<file path="src/rtl/wss_pkg.sv">
package wss_pkg;

  typedef enum logic [1:0] {
    ST_IDLE = 2'd0,
    ST_ARM  = 2'd1,
    ST_SCAN = 2'd2,
    ST_HALT = 2'd3
  } wss_state_e;

  typedef enum logic [1:0] {
    MD_LOOP   = 2'd0,
    MD_ONCE   = 2'd1,
    MD_RETRIG = 2'd2,
    MD_SPARE  = 2'd3
  } wss_mode_e;

endpackage

</file>
<file path="src/rtl/wss_addr_cnt.sv">
module wss_addr_cnt #(
  parameter int ADDR_W = 13
) (
  input  logic              clk,
  input  logic              rst_n,
  input  logic              load_i,
  input  logic [ADDR_W-1:0] load_val_i,
  input  logic              inc_i,
  input  logic              dec_i,
  output logic [ADDR_W-1:0] cnt_o
);

  localparam logic [ADDR_W-1:0] ONE = ADDR_W'(1);

  logic [ADDR_W-1:0] cnt_q;

  // A load wins over a move; the control never asks for both moves at once.
  always_ff @(posedge clk or negedge rst_n) begin
    if (!rst_n) begin
      cnt_q <= '0;
    end else if (load_i) begin
      cnt_q <= load_val_i;
    end else if (inc_i) begin
      cnt_q <= cnt_q + ONE;
    end else if (dec_i) begin
      cnt_q <= cnt_q - ONE;
    end
  end

  assign cnt_o = cnt_q;

endmodule

</file>
<file path="src/rtl/wss_bank_reg.sv">
module wss_bank_reg #(
  parameter int ADDR_W = 13
) (
  input  logic              clk,
  input  logic              rst_n,
  input  logic              top_load_i,
  input  logic              swap_i,
  input  logic [ADDR_W-1:0] top_next_i,
  output logic [ADDR_W-1:0] top_o,
  output logic              bank_o,
  output logic              ack_o
);

  logic [ADDR_W-1:0] top_q;
  logic              bank_q;
  logic              ack_q;

  always_ff @(posedge clk or negedge rst_n) begin
    if (!rst_n) begin
      top_q  <= '0;
      bank_q <= 1'b0;
      ack_q  <= 1'b0;
    end else begin
      ack_q <= swap_i;
      if (top_load_i) begin
        top_q <= top_next_i;
      end else if (swap_i) begin
        top_q  <= top_next_i;
        bank_q <= ~bank_q;
      end
    end
  end

  assign top_o  = top_q;
  assign bank_o = bank_q;
  assign ack_o  = ack_q;

endmodule

</file>
<file path="src/rtl/wss_ctrl.sv">
module wss_ctrl
  import wss_pkg::*;
#(
  parameter int ADDR_W = 13
) (
  input  logic              clk,
  input  logic              rst_n,
  input  logic              step_i,
  input  logic              run_i,
  input  logic              swap_req_i,
  input  logic              rev_i,
  input  logic [1:0]        mode_i,
  input  logic              ext_en_i,
  input  logic              ext_start_i,
  input  logic [ADDR_W-1:0] cnt_i,
  input  logic [ADDR_W-1:0] top_i,
  input  logic [ADDR_W-1:0] top_next_i,
  output logic              cnt_load_o,
  output logic [ADDR_W-1:0] cnt_val_o,
  output logic              cnt_inc_o,
  output logic              cnt_dec_o,
  output logic              top_load_o,
  output logic              swap_o,
  output logic              busy_o,
  output logic              done_o,
  output logic              dir_o
);

  wss_state_e        state_q, state_d;
  logic              dir_q, dir_d;
  logic              done_q, done_d;
  wss_mode_e         mode;
  logic              at_end;
  logic              stop_now;
  logic [ADDR_W-1:0] wave_top;

  assign mode     = wss_mode_e'(mode_i);
  assign at_end   = dir_q ? (cnt_i == '0) : (cnt_i == top_i);
  assign stop_now = !run_i || (mode == MD_ONCE);
  assign wave_top = swap_req_i ? top_next_i : top_i;

  always_comb begin
    state_d    = state_q;
    dir_d      = dir_q;
    done_d     = done_q;
    cnt_load_o = 1'b0;
    cnt_val_o  = '0;
    cnt_inc_o  = 1'b0;
    cnt_dec_o  = 1'b0;
    top_load_o = 1'b0;
    swap_o     = 1'b0;
    unique case (state_q)
      ST_IDLE: begin
        if (run_i) begin
          top_load_o = 1'b1;
          if (ext_en_i && !ext_start_i) begin
            state_d = ST_ARM;
          end else begin
            state_d    = ST_SCAN;
            cnt_load_o = 1'b1;
            cnt_val_o  = rev_i ? top_next_i : '0;
            dir_d      = rev_i;
            done_d     = 1'b0;
          end
        end
      end
      ST_ARM: begin
        if (!run_i) begin
          state_d = ST_IDLE;
        end else if (ext_start_i) begin
          state_d    = ST_SCAN;
          cnt_load_o = 1'b1;
          cnt_val_o  = rev_i ? top_i : '0;
          dir_d      = rev_i;
          done_d     = 1'b0;
        end
      end
      ST_SCAN: begin
        if (step_i) begin
          if (!at_end) begin
            cnt_inc_o = !dir_q;
            cnt_dec_o = dir_q;
          end else begin
            swap_o     = swap_req_i;
            cnt_load_o = 1'b1;
            if (stop_now) begin
              state_d = ST_HALT;
              done_d  = 1'b1;
            end else if (mode == MD_RETRIG) begin
              state_d = ST_ARM;
            end else begin
              cnt_val_o = rev_i ? wave_top : '0;
              dir_d     = rev_i;
            end
          end
        end
      end
      ST_HALT: begin
        if (!run_i) begin
          state_d = ST_IDLE;
        end
      end
      default: state_d = ST_IDLE;
    endcase
  end

  always_ff @(posedge clk or negedge rst_n) begin
    if (!rst_n) begin
      state_q <= ST_IDLE;
      dir_q   <= 1'b0;
      done_q  <= 1'b0;
    end else begin
      state_q <= state_d;
      dir_q   <= dir_d;
      done_q  <= done_d;
    end
  end

  assign busy_o = (state_q == ST_SCAN);
  assign done_o = done_q;
  assign dir_o  = dir_q;

endmodule

</file>
<file path="src/rtl/wave_scan_seq.sv">
module wave_scan_seq #(
  parameter int ADDR_W = 13
) (
  input  logic              clk,
  input  logic              rst_n,
  input  logic              step_i,
  input  logic              run_i,
  input  logic              swap_req_i,
  input  logic [ADDR_W-1:0] top_next_i,
  input  logic              rev_i,
  input  logic [1:0]        mode_i,
  input  logic              ext_en_i,
  input  logic              ext_start_i,
  output logic [ADDR_W-1:0] addr_o,
  output logic              bank_o,
  output logic              busy_o,
  output logic              done_o,
  output logic              swap_ack_o
);

  logic              cnt_load;
  logic [ADDR_W-1:0] cnt_val;
  logic              cnt_inc;
  logic              cnt_dec;
  logic              top_load;
  logic              swap;
  logic [ADDR_W-1:0] cnt_w;
  logic [ADDR_W-1:0] top_w;
  logic              dir_w;

  wss_ctrl #(.ADDR_W(ADDR_W)) ctrl_i (
    .clk        (clk),
    .rst_n      (rst_n),
    .step_i     (step_i),
    .run_i      (run_i),
    .swap_req_i (swap_req_i),
    .rev_i      (rev_i),
    .mode_i     (mode_i),
    .ext_en_i   (ext_en_i),
    .ext_start_i(ext_start_i),
    .cnt_i      (cnt_w),
    .top_i      (top_w),
    .top_next_i (top_next_i),
    .cnt_load_o (cnt_load),
    .cnt_val_o  (cnt_val),
    .cnt_inc_o  (cnt_inc),
    .cnt_dec_o  (cnt_dec),
    .top_load_o (top_load),
    .swap_o     (swap),
    .busy_o     (busy_o),
    .done_o     (done_o),
    .dir_o      (dir_w)
  );

  wss_addr_cnt #(.ADDR_W(ADDR_W)) cnt_i (
    .clk       (clk),
    .rst_n     (rst_n),
    .load_i    (cnt_load),
    .load_val_i(cnt_val),
    .inc_i     (cnt_inc),
    .dec_i     (cnt_dec),
    .cnt_o     (cnt_w)
  );

  wss_bank_reg #(.ADDR_W(ADDR_W)) bank_i (
    .clk       (clk),
    .rst_n     (rst_n),
    .top_load_i(top_load),
    .swap_i    (swap),
    .top_next_i(top_next_i),
    .top_o     (top_w),
    .bank_o    (bank_o),
    .ack_o     (swap_ack_o)
  );

  assign addr_o = cnt_w;

endmodule

</file>
<file path="config.mk">
export PLATFORM = sky130hd
export DESIGN_NAME = wave_scan_seq
export DESIGN_NICKNAME = d
export VERILOG_FILES = /design/src/rtl/wss_pkg.sv /design/src/rtl/wss_addr_cnt.sv /design/src/rtl/wss_bank_reg.sv /design/src/rtl/wss_ctrl.sv /design/src/rtl/wave_scan_seq.sv
export SDC_FILE = /design/constraint.sdc
export NUM_CORES = 1
export LEC_CHECK = 0
export BUFFER_PORTS_ARGS = -buffer_cell sky130_fd_sc_hd__buf_2
export CORE_UTILIZATION = 45
export CTS_CLUSTER_DIAMETER = 100
export DETAILED_ROUTE_END_ITERATION = 6
export GPL_TIMING_DRIVEN = 0
export PLACE_DENSITY_LB_ADDON = 0.15
export SLEW_MARGIN = 20
export SYNTH_ARGS = -nofsm -noshare
export SYNTH_HDL_FRONTEND = slang
export SYNTH_SLANG_ARGS = --single-unit
</file>
<file path="constraint.sdc">
create_clock -name clk -period 6.6 [get_ports clk]
set_input_delay 1.32 -clock clk [delete_from_list [all_inputs] [get_ports clk]]
set_output_delay 1.32 -clock clk [all_outputs]
set_load 0.02 [all_outputs]
</file>
* Word-level counts from Yosys, hierarchy flattened
Cells that the tools add are included.
Cells by class: add/subtract/negate cells 2, bitwise logic cells 2, equality and inequality tests 18, reduce and logical (&&, ||, !) cells 14, muxes and demuxes 64
Operators with widths (number):
- $mux 13 | 17
- $pmux 13 s3 | 1
- $mux 1 | 33
- $mux 2 | 9
- $ne 2x2->1 const B | 8
- $add 13x1->13 const B | 1
- $eq 13x13->1 | 1
- $logic_not 13->1 | 1
- $sub 13x1->13 const B | 1
- $pmux 1 s3 | 3
- $reduce_and 9->1 | 1
- $pmux 2 s4 | 1
- $reduce_and 8->1 | 1
- $eq 2x2->1 const B | 3
- $reduce_and 6->1 | 1
- $reduce_bool 3->1 | 2
- $eq 2x1->1 const B | 2
- $ne 2x1->1 const B | 2
- $logic_not 1->1 | 3
- $ne 3x1->1 const B | 1
- $ne 3x3->1 const B | 1
- $logic_not 2->1 | 1
- $not 1->1 | 2
- $reduce_and 2->1 | 1
- 3 further kinds | 3
Storage, ports and cells: flip-flop bits (word level) 32, word-level logic and storage cells 107, output and inout bits 17

* Depth between registers and ports, before layout
depth after elaboration 8, mapped depth 14, mapped depth without buffers 13

* Hierarchy
From an unflattened synthesis, not the netlist that was laid out.
Second synthesis, totals: cell total of the unflattened synthesis 300, area total of the unflattened synthesis 2790.2 um2
Modules (own cells, without submodules):
- wss_addr_cnt | area an instance 1228.7 um2, times used 1, seq. area each 325.3 um2, cells each 140
- wss_ctrl | area an instance 954.7 um2, times used 1, seq. area each 100.1 um2, cells each 128
- wss_bank_reg | area an instance 606.8 um2, times used 1, seq. area each 375.4 um2, cells each 32

* Worst setup path before layout
OpenSTA, ideal clock, no wires.
path kind in2reg, from input port step_i, to register cnt_i.cnt_q[8] (netlist: cnt_i.cnt_o[8]), data required time 6530 ps, library setup time 70 ps, data arrival time 4030 ps, path buffers 1, slack 2500 ps, stages 11, cell sequence nand3b_1 or2_2 a21oi_2 clkbuf_1 fa_1 a2111oi_0 a31oi_2 nand3_4 or4_4 a2111oi_2 nand3b_1
Between the ends: longest elaborated chain between the ends 4, elaborated cells on any way between the ends 11
RTL lines:
- from (decl) | line wave_scan_seq.sv:6 | input logic step_i,
- $mux 1 | line wss_ctrl.sv:79 | if (step_i) begin
- $mux 1 | line wss_ctrl.sv:52 | unique case (state_q)
- $mux 13 | line wss_addr_cnt.sv:23 | end else if (inc_i) begin
- $mux 13 | line wss_addr_cnt.sv:21 | end else if (load_i) begin
- to (signal assigned) | line wss_addr_cnt.sv:22 | cnt_q <= load_val_i;
- to (signal assigned) | line wss_addr_cnt.sv:24 | cnt_q <= cnt_q + ONE;
- to (signal assigned) | line wss_addr_cnt.sv:26 | cnt_q <= cnt_q - ONE;
- to (decl) | line wss_addr_cnt.sv:15 | logic [ADDR_W-1:0] cnt_q;
Several ways; a longest one is shown, not always the timed one. A chain may end at the register's enable or synchronous reset.

* Worst setup path in the final report
Ends and elaborated chain as after synthesis.

==> report_table.html <==
<table>
<tr><th>Metric</th><th>Value</th></tr>
<tr><th colspan="2">Detailed routing</th></tr>
<tr><td>Average detailed-routed wire length per instance</td><td>17.6 microns</td></tr>
<tr><td>Avg Vias per Cell</td><td>6.13</td></tr>
<tr><td>Pre-antenna DRT Iters</td><td>5</td></tr>
<tr><td>Post-detailed-routing wire length</td><td>6830 microns</td></tr>
<tr><td>Remaining DRCs</td><td>0</td></tr>
<tr><td>Total number of vias</td><td>2380</td></tr>
<tr><td>First-iteration detailed-routing DRC count</td><td>237</td></tr>
<tr><td>Remaining antenna violation count</td><td>0</td></tr>
<tr><th colspan="2">Floorplanning</th></tr>
<tr><td>Width of the chip</td><td>76.3 microns</td></tr>
<tr><td>Core outline area</td><td>0.00520 sq mm</td></tr>
<tr><td>Starting Density</td><td>47.7%</td></tr>
<tr><td># IOs</td><td>40</td></tr>
<tr><td>Placement row count</td><td>26</td></tr>
<tr><td>Full die area</td><td>0.00582 sq mm</td></tr>
<tr><td>Vertical extent of the die</td><td>76.3 microns</td></tr>
<tr><th colspan="2">GRT</th></tr>
<tr><td>Global-route wire length before repair</td><td>11200 microns</td></tr>
<tr><td>Aggregate global-route resource usage</td><td>24.7%</td></tr>
<tr><td>Number of antenna violations at the first check in global routing</td><td>0</td></tr>
<tr><td>Vias in the first global route</td><td>2248</td></tr>
<tr><td>Maximum number of pins on one net before global-route repair</td><td>33</td></tr>
<tr><td>Remaining Overflow, GRT</td><td>0</td></tr>
<tr><th colspan="2">STA</th></tr>
<tr><td>Clock skew</td><td>0.00807 ns</td></tr>
<tr><td>Smallest hold slack</td><td>0.471 ns</td></tr>
<tr><td>Final count of pins violating max slew</td><td>0</td></tr>
<tr><td>Final hold vios</td><td>0</td></tr>
<tr><td>Final cycle utilization of the critical path</td><td>67.6%</td></tr>
<tr><td>Relative slew margins</td><td>45.2%</td></tr>
<tr><td>Final WS setup</td><td>2.14 ns</td></tr>
<tr><td>Measured slew at the worst slew-check pin</td><td>0.816 ns</td></tr>
<tr><td>Total negative slack for setup checks</td><td>0 ns</td></tr>
<tr><td>Final min period</td><td>4.46 ns</td></tr>
<tr><td>Max Clk Rate</td><td>0.224 GHz</td></tr>
<tr><td>Finish-stage setup viols</td><td>0</td></tr>
<tr><td>RSZ-0062 raised after global routing</td><td>false</td></tr>
<tr><th colspan="2">Clock tree</th></tr>
<tr><td>Number of sinks driven by the clock tree</td><td>32</td></tr>
<tr><td>Hold Buf Count CTS</td><td>0</td></tr>
<tr><td>Maximum count of clock buffers along a single path</td><td>2</td></tr>
<tr><td>Clock buffer count from CTS</td><td>5</td></tr>
<tr><td>Number of buffers added for setup after CTS</td><td>0</td></tr>
<tr><td>Later-pin clock latency in the skew report</td><td>0.29 ns</td></tr>
<tr><td>Post-cts gate resize count</td><td>0</td></tr>
<tr><td>Clock transition time at the flip-flop clock pins of the worst setup and hold paths</td><td>0.07 ns</td></tr>
<tr><td>Cell at the root of the clock tree</td><td>sky130_fd_sc_hd__clkbuf_8</td></tr>
<tr><td>Clock tree from TritonCTS</td><td>yes</td></tr>
<tr><td>Number of levels in the clock H-tree</td><td>2</td></tr>
<tr><th colspan="2">Worst hold path</th></tr>
<tr><td>Hold crit path type</td><td>register to register</td></tr>
<tr><td>Start point of the worst min-delay path</td><td>bank_i.bank_o$_DFFE_PN0P_</td></tr>
<tr><th colspan="2">Power</th></tr>
<tr><td>Overall power consumption</td><td>1.04 mW</td></tr>
<tr><td>Pwr/cell area</td><td>364 mW/mm^2</td></tr>
<tr><td>Worst voltage drop across the vdd grid</td><td>0.186 mV</td></tr>
<tr><td>Leakage power total</td><td>1.22 nW</td></tr>
<tr><th colspan="2">Logic synthesis</th></tr>
<tr><td>Yosys warning count</td><td>0</td></tr>
<tr><td>Cell area after synthesis</td><td>0.00248 sq mm</td></tr>
<tr><td>Netlist cell types</td><td>71</td></tr>
<tr><td>Post-synthesis instance total</td><td>272</td></tr>
<tr><td>Main synth FF type</td><td>sky130_fd_sc_hd__dfrtp_1</td></tr>
<tr><td>Syn nets</td><td>298</td></tr>
<tr><td>Syn Area/Cell</td><td>9.13 sq um</td></tr>
<tr><td>Register area share after synthesis</td><td>32.3%</td></tr>
<tr><td>Count of flip-flops with a built-in enable after synthesis</td><td>0</td></tr>
<tr><td>#FFs+latches synth</td><td>32</td></tr>
<tr><td>Asr flop ratio synth</td><td>100%</td></tr>
<tr><th colspan="2">Place</th></tr>
<tr><td>Post-DP HPWL</td><td>5140 microns</td></tr>
<tr><td>Final RePlAce weighted congestion</td><td>0.945</td></tr>
<tr><td>Post-Place Setup Slack</td><td>1.88 ns</td></tr>
<tr><td>Number of placed cells counting well taps</td><td>381</td></tr>
<tr><td>Number of buffers inserted by port buffering</td><td>39</td></tr>
<tr><th colspan="2">Job</th></tr>
<tr><td>Maximum Capacitance Violations</td><td>0</td></tr>
<tr><th colspan="2">Worst setup path</th></tr>
<tr><td>Nature of the critical path startpoint</td><td>primary input</td></tr>
<tr><td>Cell Chain, Critical Path</td><td>buf_2 -&gt; nand3b_1 -&gt; or2_2 -&gt; a21oi_2 -&gt; clkbuf_1 -&gt; fa_1 -&gt; a2111oi_0 -&gt; a31oi_2 -&gt; nand3_4 -&gt; or4_4 -&gt; a2111oi_2 -&gt; nand3b_1</td></tr>
<tr><td>Category of the critical setup timing path</td><td>primary input to register</td></tr>
<tr><td>Startpoint of the most critical register-to-register path</td><td>cnt_i.cnt_o[2]$_DFFE_PN0P_</td></tr>
<tr><td>Arr. time, crit path</td><td>4.69 ns</td></tr>
<tr><td>Slowest cell on crit path</td><td>sky130_fd_sc_hd__or4_4</td></tr>
<tr><td>Launching instance or port of the critical path</td><td>step_i</td></tr>
<tr><td>Critical Path Sink Type</td><td>register</td></tr>
<tr><td>Critical path required time</td><td>6.83 ns</td></tr>
<tr><td>Cell repeated most along the worst path</td><td>sky130_fd_sc_hd__nand3b_1</td></tr>
<tr><td>Max FO, Critical Path</td><td>10</td></tr>
<tr><td>Largest stage delay on the critical path</td><td>0.55 ns</td></tr>
<tr><th colspan="2">Layout</th></tr>
<tr><td>Share of final-layout standard cells stronger than drive strength 1</td><td>22.6%</td></tr>
<tr><td>Cell Count, Final, Fillers Out</td><td>388</td></tr>
<tr><td>Leading cell type in the layout, fill and taps excluded</td><td>sky130_fd_sc_hd__buf_2</td></tr>
<tr><td>Count of antenna diodes in the layout</td><td>0</td></tr>
<tr><td>Net total in the final layout</td><td>344</td></tr>
<tr><td>Commonest cells after routing, fill and taps aside</td><td>43 x sky130_fd_sc_hd__buf_2, 32 x sky130_fd_sc_hd__dfrtp_1, 19 x sky130_fd_sc_hd__nor2_1, 15 x sky130_fd_sc_hd__nand2_1, 15 x sky130_fd_sc_hd__a21oi_1</td></tr>
<tr><td>Synth-to-Final Area Change</td><td>15.3%</td></tr>
<tr><th colspan="2">Outcome</th></tr>
<tr><td>Run status</td><td>finished, final reports clean</td></tr>
</table>
per-layer routing:
layer	GRT usage (%)	part of all wire, %	up-vias
met5	0	0	-
met4	8.27	1.7	0
met3	3.83	5.2	9
met2	38.7	45	81
met1	34.7	48	1161
li1	-	-	1129
metrics by stage:
| step | util [%] | cell area (sq um) |
|---|---|---|
| global placement | 53.1 | 2770 |
| CTS | 55.0 | 2860 |
| finish | 55.0 | 2860 |
| detailed placement | 53.1 | 2770 |
| floorplan | - | 2480 |
| global route | 55.0 | 2860 |
flip-flops by register name, indices dropped and copies added (netlist names):
name	cells
bank_i.bank_o	1
bank_i.ack_o	1
ctrl_i.done_o	1
bank_i.top_o	13
cnt_i.cnt_o	13
ctrl_i.state_q	2
ctrl_i.dir_o	1
critical path: cells and delay by family:
kind,cells,cell delay [ns]
adder cells (fa/ha/maj),1,0.46
AO/OA/AOI/OAI,4,0.95
AND/OR/NAND/NOR,5,1.36
buffers and inverters,2,0.59
cells in the mapped netlist, types with 3 or more instances:
cell | count | share of area (%)
sky130_fd_sc_hd__a21oi_1 | 15 | 3.0
sky130_fd_sc_hd__a221o_1 | 3 | 1.2
sky130_fd_sc_hd__a222oi_1 | 7 | 2.8
sky130_fd_sc_hd__a22o_1 | 3 | 1.1
sky130_fd_sc_hd__a22oi_1 | 3 | 0.91
sky130_fd_sc_hd__a31oi_1 | 3 | 0.76
sky130_fd_sc_hd__and3_1 | 3 | 0.76
sky130_fd_sc_hd__buf_2 | 4 | 0.81
sky130_fd_sc_hd__buf_6 | 3 | 1.4
sky130_fd_sc_hd__clkbuf_1 | 7 | 1.1
sky130_fd_sc_hd__dfrtp_1 | 32 | 32
sky130_fd_sc_hd__inv_1 | 10 | 1.5
sky130_fd_sc_hd__maj3_1 | 3 | 1.2
sky130_fd_sc_hd__mux2_1 | 10 | 4.5
sky130_fd_sc_hd__mux2_2 | 4 | 1.8
sky130_fd_sc_hd__mux2i_1 | 4 | 1.6
sky130_fd_sc_hd__nand2_1 | 15 | 2.3
sky130_fd_sc_hd__nand2b_1 | 4 | 1.0
sky130_fd_sc_hd__nand3_1 | 11 | 2.2
sky130_fd_sc_hd__nand3b_1 | 3 | 0.91
sky130_fd_sc_hd__nand4_1 | 5 | 1.3
sky130_fd_sc_hd__nor2_1 | 19 | 2.9
sky130_fd_sc_hd__nor2b_1 | 3 | 0.76
sky130_fd_sc_hd__nor3_1 | 8 | 1.6
sky130_fd_sc_hd__nor4_1 | 7 | 1.8
sky130_fd_sc_hd__o21ai_0 | 7 | 1.4
sky130_fd_sc_hd__o21ai_1 | 4 | 0.81
sky130_fd_sc_hd__or4_1 | 3 | 0.91
sky130_fd_sc_hd__xnor2_1 | 8 | 2.8
sky130_fd_sc_hd__xor2_1 | 10 | 3.5
worst paths after layout:
kind | endpoint | slack, ns | depth (start not counted)
worst max-delay path | cnt_i.cnt_o[8]$_DFFE_PN0P_ | 2.14 | 12
worst min-delay path | bank_i.bank_o$_DFFE_PN0P_ | 0.47 | 1
worst max register to register | cnt_i.cnt_o[8]$_DFFE_PN0P_ | 2.69 | 12
worst min register to register | bank_i.bank_o$_DFFE_PN0P_ | 0.47 | 1
max in group asynchronous | bank_i.top_o[9]$_DFFE_PN0P_ | 5.04 | 1
min in group asynchronous | bank_i.top_o[2]$_DFFE_PN0P_ | 1.09 | 1
cell type report:
cell class              count  area (sq um)
fillers                   512          2340
well taps                  70          87.6
plain buffers              15          87.6
inverters                  11          41.3
repair buffers             39           195
flip-flops and latches     32           801
multi-input cells         214          1550
clock buffers               7          96.3
logic make-up after synthesis:
group                      synth area share (%)
adders and majority gates                  3.48
xor gates and xnor gates                   6.35
and+or+nand+nor                            23.4
muxes                                      7.96
AOI/OAI and AO/OA                          21.4
DFF                                        32.3
buffers and inverters                      5.19
report_power, final:
part           switching (mW)  internal (mW)
sequential             0.0735          0.258
combinational           0.315          0.225
clock                  0.0772         0.0929
total                   0.465          0.576
Note: power is estimated with default switching activity, not from simulation.
